File: config.mk
export PLATFORM = sky130hd
export DESIGN_NAME = cmdp_ring_parser
export DESIGN_NICKNAME = d
export VERILOG_FILES = /design/src/rtl/cmdp_pkg.sv /design/src/rtl/cmdp_opdec.sv /design/src/rtl/cmdp_ptr_step.sv /design/src/rtl/cmdp_arg_bank.sv /design/src/rtl/cmdp_ring_parser.sv
export SDC_FILE = /design/constraint.sdc
export NUM_CORES = 1
export LEC_CHECK = 0
export CAP_MARGIN = 20
export CORE_MARGIN = 4
export CORE_UTILIZATION = 52
export CTS_BUF_LIST = sky130_fd_sc_hd__clkbuf_16
export CTS_CLUSTER_DIAMETER = 100
export CTS_CLUSTER_SIZE = 10
export DETAILED_ROUTE_END_ITERATION = 8
export GPL_ROUTABILITY_DRIVEN = 0
export GPL_TIMING_DRIVEN = 0
export HOLD_SLACK_MARGIN = 0.05
export PLACE_DENSITY = 0.89
export SETUP_SLACK_MARGIN = 0.4
export SLEW_MARGIN = 20
export SYNTH_ARGS = -nofsm -noshare
export SYNTH_HDL_FRONTEND = slang
export SYNTH_SLANG_ARGS = --single-unit
File: constraint.sdc
create_clock -name clk -period 5.1 [get_ports clk]
set_input_delay 0.765 -clock clk [delete_from_list [all_inputs] [get_ports clk]]
set_output_delay 0.765 -clock clk [all_outputs]
set_load 0.01 [all_outputs]
File: src/rtl/cmdp_pkg.sv
package cmdp_pkg;
    localparam int unsigned WORD_W   = 32;
    localparam int unsigned OP_W     = 5;
    localparam int unsigned MAX_ARGS = 12;
    localparam int unsigned CNT_W    = $clog2(MAX_ARGS + 1);
    localparam int unsigned OP_LIMIT = 29;
    localparam logic [WORD_W-1:0] ROP_LIMIT = 32'd16;

    typedef enum logic [3:0] {
        S_IDLE,
        S_POLL_REQ,
        S_POLL_CAP,
        S_CHECK,
        S_OP_REQ,
        S_OP_CAP,
        S_ARG_REQ,
        S_ARG_CAP,
        S_EMIT,
        S_WB,
        S_ERR
    } pstate_t;
endpackage

File: src/rtl/cmdp_opdec.sv
module cmdp_opdec
    import cmdp_pkg::*;
(
    input  logic [WORD_W-1:0] op_word,
    output logic              op_ok,
    output logic [CNT_W-1:0]  op_nargs,
    output logic              op_has_rop
);
    always_comb begin
        op_nargs   = '0;
        op_has_rop = 1'b0;
        if (op_word < OP_LIMIT) begin
            case (op_word[OP_W-1:0])
                5'd1:  op_nargs = CNT_W'(4);
                5'd2:  op_nargs = CNT_W'(5);
                5'd3:  op_nargs = CNT_W'(6);
                5'd8:  op_nargs = CNT_W'(7);
                5'd9:  op_nargs = CNT_W'(5);
                5'd10: op_nargs = CNT_W'(9);
                5'd11: op_nargs = CNT_W'(7);
                5'd12: op_nargs = CNT_W'(1);
                5'd13: begin op_nargs = CNT_W'(6);  op_has_rop = 1'b1; end
                5'd14: begin op_nargs = CNT_W'(7);  op_has_rop = 1'b1; end
                5'd15: begin op_nargs = CNT_W'(8);  op_has_rop = 1'b1; end
                5'd16: begin op_nargs = CNT_W'(6);  op_has_rop = 1'b1; end
                5'd17: begin op_nargs = CNT_W'(10); op_has_rop = 1'b1; end
                5'd18: begin op_nargs = CNT_W'(8);  op_has_rop = 1'b1; end
                5'd20: op_nargs = CNT_W'(2);
                5'd21: op_nargs = CNT_W'(2);
                5'd25: op_nargs = CNT_W'(5);
                5'd26: begin op_nargs = CNT_W'(7);  op_has_rop = 1'b1; end
                5'd27: begin op_nargs = CNT_W'(9);  op_has_rop = 1'b1; end
                5'd28: op_nargs = CNT_W'(12);
                default: op_nargs = '0;
            endcase
        end
        op_ok = (op_nargs != '0);
    end
endmodule

File: src/rtl/cmdp_ptr_step.sv
module cmdp_ptr_step
    import cmdp_pkg::*;
(
    input  logic [WORD_W-1:0] cur,
    input  logic [WORD_W-1:0] floor_ptr,
    input  logic [WORD_W-1:0] ceil_ptr,
    output logic [WORD_W-1:0] nxt
);
    localparam int unsigned STEP = WORD_W / 8;
    logic [WORD_W:0] sum;

    always_comb begin
        sum = {1'b0, cur} + (WORD_W+1)'(STEP);
        nxt = (sum >= {1'b0, ceil_ptr}) ? floor_ptr : sum[WORD_W-1:0];
    end
endmodule

File: src/rtl/cmdp_arg_bank.sv
module cmdp_arg_bank
    import cmdp_pkg::*;
#(
    parameter int unsigned SLOTS = MAX_ARGS
) (
    input  logic                     clk,
    input  logic                     rst,
    input  logic                     clr,
    input  logic                     we,
    input  logic [CNT_W-1:0]         idx,
    input  logic [WORD_W-1:0]        din,
    output logic [SLOTS*WORD_W-1:0]  flat
);
    for (genvar g = 0; g < SLOTS; g++) begin : g_slot
        logic [WORD_W-1:0] slot_q;
        always_ff @(posedge clk) begin
            if (rst || clr)
                slot_q <= '0;
            else if (we && idx == CNT_W'(g))
                slot_q <= din;
        end
        assign flat[g*WORD_W +: WORD_W] = slot_q;
    end
endmodule

File: src/rtl/cmdp_ring_parser.sv
module cmdp_ring_parser
    import cmdp_pkg::*;
#(
    parameter int unsigned AW = 12
) (
    input  logic                       clk,
    input  logic                       rst,
    output logic                       mem_rd_en,
    output logic [AW-1:0]              mem_rd_addr,
    input  logic [WORD_W-1:0]          mem_rd_data,
    output logic                       mem_wr_en,
    output logic [AW-1:0]              mem_wr_addr,
    output logic [WORD_W-1:0]          mem_wr_data,
    output logic                       cmd_valid,
    input  logic                       cmd_ready,
    output logic [OP_W-1:0]            cmd_op,
    output logic [CNT_W-1:0]           cmd_nargs,
    output logic [MAX_ARGS*WORD_W-1:0] cmd_args,
    output logic                       cmd_rop_bad,
    output logic                       err_pulse,
    input  logic                       sync_req,
    output logic                       busy
);
    localparam int unsigned BYTE_SH = $clog2(WORD_W / 8);
    localparam logic [1:0]  IDX_FLOOR = 2'd0;
    localparam logic [1:0]  IDX_CEIL  = 2'd1;
    localparam logic [1:0]  IDX_PROD  = 2'd2;
    localparam logic [1:0]  IDX_CONS  = 2'd3;

    pstate_t            state, state_nx;
    logic [1:0]         ctl_idx;
    logic [WORD_W-1:0]  ring_lo, ring_hi, prod_ptr, cons_ptr, cur_ptr;
    logic [OP_W-1:0]    op_r;
    logic [CNT_W-1:0]   nargs_r, arg_idx;
    logic               has_rop_r, rop_bad_r, busy_r;
    logic               dec_ok, dec_rop, arg_last;
    logic [CNT_W-1:0]   dec_nargs;
    logic [WORD_W-1:0]  step_in, step_out;

    cmdp_opdec u_dec (
        .op_word    (mem_rd_data),
        .op_ok      (dec_ok),
        .op_nargs   (dec_nargs),
        .op_has_rop (dec_rop)
    );

    assign step_in = (state == S_OP_CAP) ? cons_ptr : cur_ptr;

    cmdp_ptr_step u_step (
        .cur       (step_in),
        .floor_ptr (ring_lo),
        .ceil_ptr  (ring_hi),
        .nxt       (step_out)
    );

    cmdp_arg_bank u_bank (
        .clk  (clk),
        .rst  (rst),
        .clr  (state == S_OP_CAP),
        .we   (state == S_ARG_CAP),
        .idx  (arg_idx),
        .din  (mem_rd_data),
        .flat (cmd_args)
    );

    assign arg_last = (arg_idx == nargs_r - CNT_W'(1));

    // state register
    always_ff @(posedge clk) begin
        if (rst) state <= S_IDLE;
        else     state <= state_nx;
    end

    always_comb begin
        state_nx = state;
        unique case (state)
            S_IDLE:     state_nx = S_POLL_REQ;
            S_POLL_REQ: state_nx = S_POLL_CAP;
            S_POLL_CAP: state_nx = (ctl_idx == IDX_CONS) ? S_CHECK : S_POLL_REQ;
            S_CHECK:    state_nx = (cons_ptr != prod_ptr) ? S_OP_REQ : S_IDLE;
            S_OP_REQ:   state_nx = S_OP_CAP;
            S_OP_CAP:   state_nx = dec_ok ? S_ARG_REQ : S_ERR;
            S_ARG_REQ:  state_nx = S_ARG_CAP;
            S_ARG_CAP:  state_nx = arg_last ? S_EMIT : S_ARG_REQ;
            S_EMIT:     state_nx = cmd_ready ? S_WB : S_EMIT;
            S_WB:       state_nx = S_POLL_REQ;
            S_ERR:      state_nx = S_POLL_REQ;
            default:    state_nx = S_IDLE;
        endcase
    end

    // datapath registers
    always_ff @(posedge clk) begin
        if (rst) begin
            ctl_idx   <= IDX_FLOOR;
            ring_lo   <= '0;
            ring_hi   <= '0;
            prod_ptr  <= '0;
            cons_ptr  <= '0;
            cur_ptr   <= '0;
            op_r      <= '0;
            nargs_r   <= '0;
            arg_idx   <= '0;
            has_rop_r <= 1'b0;
            rop_bad_r <= 1'b0;
        end else begin
            unique case (state)
                S_POLL_CAP: begin
                    unique case (ctl_idx)
                        IDX_FLOOR: ring_lo  <= mem_rd_data;
                        IDX_CEIL:  ring_hi  <= mem_rd_data;
                        IDX_PROD:  prod_ptr <= mem_rd_data;
                        default:   cons_ptr <= mem_rd_data;
                    endcase
                    ctl_idx <= ctl_idx + 2'd1;
                end
                S_OP_CAP: begin
                    op_r      <= mem_rd_data[OP_W-1:0];
                    nargs_r   <= dec_nargs;
                    has_rop_r <= dec_rop;
                    cur_ptr   <= step_out;
                    arg_idx   <= '0;
                    rop_bad_r <= 1'b0;
                end
                S_ARG_CAP: begin
                    cur_ptr <= step_out;
                    arg_idx <= arg_idx + CNT_W'(1);
                    if (arg_last && has_rop_r)
                        rop_bad_r <= (mem_rd_data >= ROP_LIMIT);
                end
                S_WB:    cons_ptr <= cur_ptr;
                S_ERR:   cons_ptr <= prod_ptr;
                default: ;
            endcase
        end
    end

    // drain flag: set wins over clear
    always_ff @(posedge clk) begin
        if (rst)
            busy_r <= 1'b0;
        else if (sync_req)
            busy_r <= 1'b1;
        else if (state == S_CHECK && cons_ptr == prod_ptr)
            busy_r <= 1'b0;
    end

    // outputs
    always_comb begin
        mem_rd_en   = 1'b0;
        mem_rd_addr = '0;
        mem_wr_en   = 1'b0;
        mem_wr_addr = AW'(IDX_CONS);
        mem_wr_data = cur_ptr;
        cmd_valid   = 1'b0;
        err_pulse   = 1'b0;
        unique case (state)
            S_POLL_REQ: begin
                mem_rd_en   = 1'b1;
                mem_rd_addr = AW'(ctl_idx);
            end
            S_OP_REQ: begin
                mem_rd_en   = 1'b1;
                mem_rd_addr = cons_ptr[AW+BYTE_SH-1:BYTE_SH];
            end
            S_ARG_REQ: begin
                mem_rd_en   = 1'b1;
                mem_rd_addr = cur_ptr[AW+BYTE_SH-1:BYTE_SH];
            end
            S_EMIT:  cmd_valid = 1'b1;
            S_WB:    mem_wr_en = 1'b1;
            S_ERR: begin
                mem_wr_en   = 1'b1;
                mem_wr_data = prod_ptr;
                err_pulse   = 1'b1;
            end
            default: ;
        endcase
    end

    assign cmd_op      = op_r;
    assign cmd_nargs   = nargs_r;
    assign cmd_rop_bad = rop_bad_r;
    assign busy        = busy_r;

    // checks
    assert_port_excl_R1: assert property (@(posedge clk) disable iff (rst)
        !(mem_rd_en && mem_wr_en));
    assert_nargs_range_R2: assert property (@(posedge clk) disable iff (rst)
        cmd_valid |-> (cmd_nargs != '0) && (cmd_nargs <= CNT_W'(MAX_ARGS)));
    assert_err_single_R3: assert property (@(posedge clk) disable iff (rst)
        err_pulse |=> !err_pulse && !cmd_valid);
    assert_ptr_inside_R4: assert property (@(posedge clk) disable iff (rst)
        (state == S_WB) |-> (cur_ptr >= ring_lo) && (cur_ptr < ring_hi));
    assert_wb_target_R5: assert property (@(posedge clk) disable iff (rst)
        mem_wr_en |-> mem_wr_addr == AW'(IDX_CONS));
    assert_hold_R6: assert property (@(posedge clk) disable iff (rst)
        cmd_valid && !cmd_ready |=> cmd_valid && $stable(cmd_op)
            && $stable(cmd_nargs) && $stable(cmd_args) && $stable(cmd_rop_bad));
    assert_busy_cause_R8: assert property (@(posedge clk) disable iff (rst)
        $rose(busy) |-> $past(sync_req));
    assert_busy_hold_R8: assert property (@(posedge clk) disable iff (rst)
        busy && cmd_valid |=> busy);
endmodule

# After elaboration in Yosys (flattened, before gate mapping)
# Cells that the tools add are included.
# op_classes
muxes	25
n_reduce_logical	39
eq_ne	49
add_sub_neg	4
n_lt_le_gt_ge	3
# ops
op	count
two-way mux 32 bit	4
case mux 32 bit (3 select lines)	1
equality test 5 bit (second input constant)	9
equality test 5 x 4 -> 1 bit (second input constant)	8
case mux 4 bit (10 select lines)	1
case mux 12 bit (3 select lines)	1
case mux 4 bit (9 select lines)	1
adder 32 x 3 -> 33 bit (second input constant)	1
>= comparator 33 x 32 -> 1 bit	1
equality test 32 bit	1
equality test 4 x 3 -> 1 bit (second input constant)	8
>= comparator 32 x 5 -> 1 bit (second input constant)	1
< comparator 32 x 5 -> 1 bit (second input constant)	1
!= test 32 bit	1
equality test 4 bit (second input constant)	7
equality test 4 x 2 -> 1 bit (second input constant)	4
OR reduction 3 bit	5
logical AND 1 bit	14
two-way mux 4 bit	3
equality test 5 x 2 -> 1 bit (second input constant)	2
two-way mux 1 bit	10
AND reduction 2 bit	5
OR reduction 2 bit	5
equality test 4 x 1 -> 1 bit (second input constant)	2
other kinds (20)	24
# word_totals
inputBits	36
register_bits	566
wordCells	145
out_inout_bits	455

# Logic depth before layout (Yosys ltp)
# depth
ltp_word	7
depth_mapped	25
depth_no_buf	17

# By module
# A second synthesis with hierarchy kept.
# unflattened
cells_unflattened	2724
area_unflattened_um2	24694.9
# modules_own_cells
mod	area_each_um2	n_inst	cells_per_inst	seq_area_each_um2
cmdp_arg_bank	13865.8	1	1322	7687.4
cmdp_ring_parser	8669.6	1	1110	3643.5
cmdp_ptr_step	1751.7	1	229	0.0
cmdp_opdec	407.9	1	63	0.0

# Least setup slack after synthesis
# Ideal clock, no wire load.
# synth_timing
path_type	reg2reg
start	register state[0]
end	register cur_ptr[10]
period_less_slack_ps	4633
setup_time_ps	136
required_ps	4964
path_slack_ps	467
arrival_time_ps	4497
stages_incl_launch_ff	25
path_buffers	7
cell_sequence	dfxtp_1 > and4bb_4 > buf_6 > buf_2 > buf_2 > clkbuf_1 > nand2_1 > nand2_1 > ha_1 > clkbuf_1 > nand2_1 > o311a_1 > a21oi_1 > nand3_1 > ha_1 > a21o_1 > a21oi_1 > nor2b_1 > o31a_1 > a31oi_1 > nand2_1 > buf_4 > buf_6 > nand2_1 > a31oi_1
# synth_via
elab_chain_len	5
elab_cells_between_ends	7
classes_between	1 x add/sub; 1 x order compare; 2 x eq/ne; 2 x mux; 1 x reduce/logical
# synth_rtl
element	line_no	text
start, declared	cmdp_ring_parser.sv:30	pstate_t state, state_nx;
start signal, assigned	cmdp_ring_parser.sv:71	else state <= state_nx;
equality test 4 x 3 -> 1 bit	cmdp_ring_parser.sv:47, cmdp_ring_parser.sv:107	
two-way mux 32 bit	cmdp_ring_parser.sv:47	assign step_in = (state == S_OP_CAP) ? cons_ptr : cur_ptr;
adder 32 x 3 -> 33 bit	cmdp_ptr_step.sv:13	sum = {1'b0, cur} + (WORD_W+1)'(STEP);
>= comparator 33 x 32 -> 1 bit	cmdp_ptr_step.sv:14	nxt = (sum >= {1'b0, ceil_ptr}) ? floor_ptr : sum[WORD_W-1:0];
two-way mux 32 bit	cmdp_ptr_step.sv:14	
end signal, assigned	cmdp_ring_parser.sv:121	cur_ptr <= step_out;
end signal, assigned	cmdp_ring_parser.sv:126	cur_ptr <= step_out;
end, declared	cmdp_ring_parser.sv:32	logic [WORD_W-1:0] ring_lo, ring_hi, prod_ptr, cons_ptr, cur_ptr;
# Parallel ways exist; a longest one is shown, timed or not.
# A chain may end at the register's enable or synchronous reset.

# Worst setup path in the final report
# layout_timing
start	register state[1]
end	register cur_ptr[0]
# The elaborated chain is that of the path after synthesis.

==> flow_summary.json <==
{
  "antenna_found_initial": 2,
  "die_h_um": 224,
  "nets": 3821,
  "swShare": 0.241,
  "drc": 0,
  "holdPathEnd": "ring_lo[29]",
  "grt_pass1_wl_um": 148000,
  "clock_skew_ps": 16.3,
  "dr.pass1.iters": 9,
  "path_buf_inv": 8,
  "p_sw_mw": 2.22,
  "drive_gt1_frac": 0.0590,
  "synthCells": 3196,
  "ant_nets": 0,
  "status": "complete, no violations",
  "core-area_um2": 45800,
  "hold_buffers": 0,
  "fin_crit_sh": 0.909,
  "clockBufferDepth": 3,
  "register_area_um2": 11300,
  "multi_input_area_um2": 11700,
  "ys_seq_area_frac": 0.466,
  "max_cap_violations": 0,
  "synth_edf_count": 0,
  "crit_family": "simple AND/OR/NAND/NOR gates",
  "initial_utilization": 0.531,
  "slowest_delay_ps": 360,
  "slew_viol_final": 0,
  "slew_headroom": 0.255,
  "rsz0062_at_grt": "false",
  "numPortBuffers": 448,
  "ys.flop_type": "dfxtp_1",
  "wl_um": 101000,
  "grt_pass1_vias": 25600,
  "clkTransAtPathRegs_ps": 60,
  "crit_chain": "and4bb_4 > buf_8 > buf_12 > buf_12 > buf_12 > mux2i_4 > inv_1 > ha_1 > buf_6 > and2_1 > clkbuf_4 > nand2_1 > mux2i_1 > o21ai_2 > ha_1 > nand4_1 > nor4_4 > o31ai_2 > nand4_1 > a31oi_4 > and2_4 > buf_4 > o21ai_1 > a21oi_1",
  "fillers": 3358,
  "startpoint_type": "flip-flop",
  "async_reset_ff_frac": 0,
  "num_rows": 78,
  "grt_max_degree": 11,
  "power_mw": 9.20,
  "dieArea_um2": 50300,
  "htreeDepth": 3,
  "cts_buffers": 66,
  "synthToLayoutAreaGrowth_pct": 30.9,
  "finalHoldViolations": 0,
  "dpl.hpwl_um": 72200,
  "yosys_warnings": 0,
  "power_frac_seq": 0.484,
  "clock.fmax_ghz": 0.216,
  "syn_area_per_cell_um2": 7.61,
  "cts.sinks": 566,
  "syn_area_um2": 24300,
  "holdPathStages": 2,
  "timing.rr.start": "state[1]",
  "rr_worst_depth": 24,
  "setup_tns_ps": 0,
  "avgViaCountPerCell": 6.04,
  "min_period_ps": 4640,
  "arrival_ps": 5100,
  "grt_use_total": 0.376,
  "worstPathMaxFanout": 10,
  "p_comb_frac": 0.050,
  "grt_overflow": 0,
  "fin_util": 0.695,
  "r2r-end": "cur_ptr[0]",
  "crit_top_cell": "buf_12",
  "clock_latency_ps": 610,
  "hp-start": "ring_lo[29]",
  "cp_data_required_time_ps": 5560,
  "drtIter0Drc": 3199,
  "criticalPathCategory": "reg2reg",
  "cp-end-kind": "flip-flop",
  "worst_slew_pin_slew_ps": 1120,
  "routedWlPerCell_um": 23.1,
  "num_vias": 26300,
  "netlist-cell-type-count": 69,
  "ios": 491,
  "peakVddDrop_v": 0.000295,
  "p_leak_nw": 10.6,
  "internal-power_mw": 6.98,
  "reg2reg_slack_ps": 460,
  "ctsRootBufferMaster": "clkbuf_16",
  "p_clk_frac": 0.467,
  "critPathSlowestCell": "and4bb_4",
  "min_path_type": "reg2reg",
  "power_density_nw_per_um2": 289,
  "ys_ff_latch": 566,
  "finalSetupViolations": 0,
  "cts_tree": "yes",
  "die_w_um": 224
}
[worst max-delay path by stage]
| stage | startpoint | endpoint | slack, ps | cells past startpoint |
|---|---|---|---|---|
| after floorplan | state[0] | cur_ptr[10] | 470 | 24 |
| after global placement | state[1] | cur_ptr[3] | -970 | 24 |
| after detailed placement | state[1] | cur_ptr[30] | -1050 | 23 |
| after CTS | state[1] | cur_ptr[23] | 450 | 23 |
| after global routing | state[1] | cur_ptr[0] | 330 | 24 |
| final | state[1] | cur_ptr[0] | 460 | 24 |
[Yosys cell counts (16+ instances only)]
cell type  count  area [µm²]
nand4_1       23         144
xor2_1        17         149
ha_1          43         538
clkbuf_1     242         908
and2_1        16         100
mux2_2        35         394
nor2_1        78         293
nand2_1     1133        4250
inv_1         46         173
nor3_1        17        85.1
xnor2_1       58         508
buf_2         37         185
a311oi_1      32         280
nand3_1       42         210
dfxtp_1      566       11300
mux2i_1       25         250
a22oi_1       33         248
o21ai_0       45         225
a21oi_1      519        2600
a31oi_1       27         169
[cell families after synthesis]
logic type | count (synthesis) | share of synthesized area
other | 2 | 0.000309
muxes | 62 | 0.0284
buffers and inverters | 354 | 0.0600
adders and majority gates | 43 | 0.0221
AOI/OAI and AO/OA | 727 | 0.169
and+or+nand+nor | 1367 | 0.227
xor gates and xnor gates | 75 | 0.0270
DFF | 566 | 0.466
[registers in the layout, summed over array words and instances (netlist names)]
name                  count
u_bank.g_slot.slot_q    384
cons_ptr                 32
cur_ptr                  32
prod_ptr                 32
ring_hi                  32
ring_lo                  32
cmd_op                    5
arg_idx                   4
cmd_nargs                 4
state                     4
ctl_idx                   2
busy                      1
cmd_rop_bad               1
has_rop_r                 1
[stage by stage]
stage | cell area [µm²] | setup slack, ps | hold WS [ps] | cells
finish | 31800 | 463 | 452 | 4349
global route | 31800 | 332 | 466 | 4349
CTS | 31600 | 447 | 452 | 4334
detailed placement | 29600 | -1050 | 445 | 4254
global placement | 29600 | -971 | 439 | 4254
floorplan | 24300 | 467 | 432 | 3206
[timing repair]
item / CTS / global route
setup endpoints to repair: 32 / 32
pin swaps: 5 / 10
setup buffers: 6 / 14
resized for setup: 43 / 20
[routing by layer]
layer	wire, µm	part of all wire	GRT usage
met3	13100	0.13	0.131
met2	45500	0.45	0.606
met5	0	0	0
met1	32500	0.32	0.412
met4	9520	0.095	0.278
[cell type report]
class                   instances  share of cell area
multi-input cells            2286               0.366
plain buffers                 308              0.0446
inverters                      46             0.00543
diodes                          1           0.0000787
clock buffers                  68              0.0535
repair buffers                468               0.146
well taps                     600              0.0236
clock inverters                 6             0.00460
flip-flops and latches        566               0.356
[power groups by stage]
stage / logic (mW) / registers [mW] / clock network, mW
after floorplan: 0.243 / 4.54 / 0
after global placement: 0.407 / 4.54 / 0
after detailed placement: 0.412 / 4.54 / 0
after CTS: 0.424 / 4.45 / 4.27
after global routing: 0.469 / 4.45 / 4.45
final: 0.455 / 4.45 / 4.29
[cell usage in the layout, fill, tap and decap left out, types with 5 or more instances in the layout]
cell type,instances
a311oi_1,32
buf_1,7
inv_1,46
nand2_1,1131
a22o_1,14
dfxtp_1,564
a22oi_1,33
nor2_1,78
and3_1,5
and2_1,15
a31oi_1,26
xor2_1,17
a21oi_1,519
xnor2_1,58
buf_2,30
clkdlybuf4s50_1,448
clkbuf_16,68
nor3_1,16
buf_4,33
ha_1,43
buf_12,5
nand4_1,23
mux2i_1,23
conb_1,12
nor2b_1,7
mux2_2,35
buf_6,9
a21o_1,8
clkbuf_1,238
nand2b_1,9
o21ai_0,44
nor4_1,10
o211ai_1,7
nand3_1,42
[worst register-to-register path: stages, from the launching register on]
cell,delay [ps]
dfxtp_2,350
and4bb_4,360
buf_8,130
buf_12,140
buf_12,120
buf_12,130
mux2i_4,250
inv_1,70
ha_1,190
buf_6,140
and2_1,140
clkbuf_4,190
nand2_1,110
mux2i_1,220
o21ai_2,110
ha_1,310
nand4_1,230
nor4_4,290
o31ai_2,130
nand4_1,180
a31oi_4,130
and2_4,210
buf_4,170
o21ai_1,140
a21oi_1,80
No activity file was read; power rests on OpenSTA's default activity.
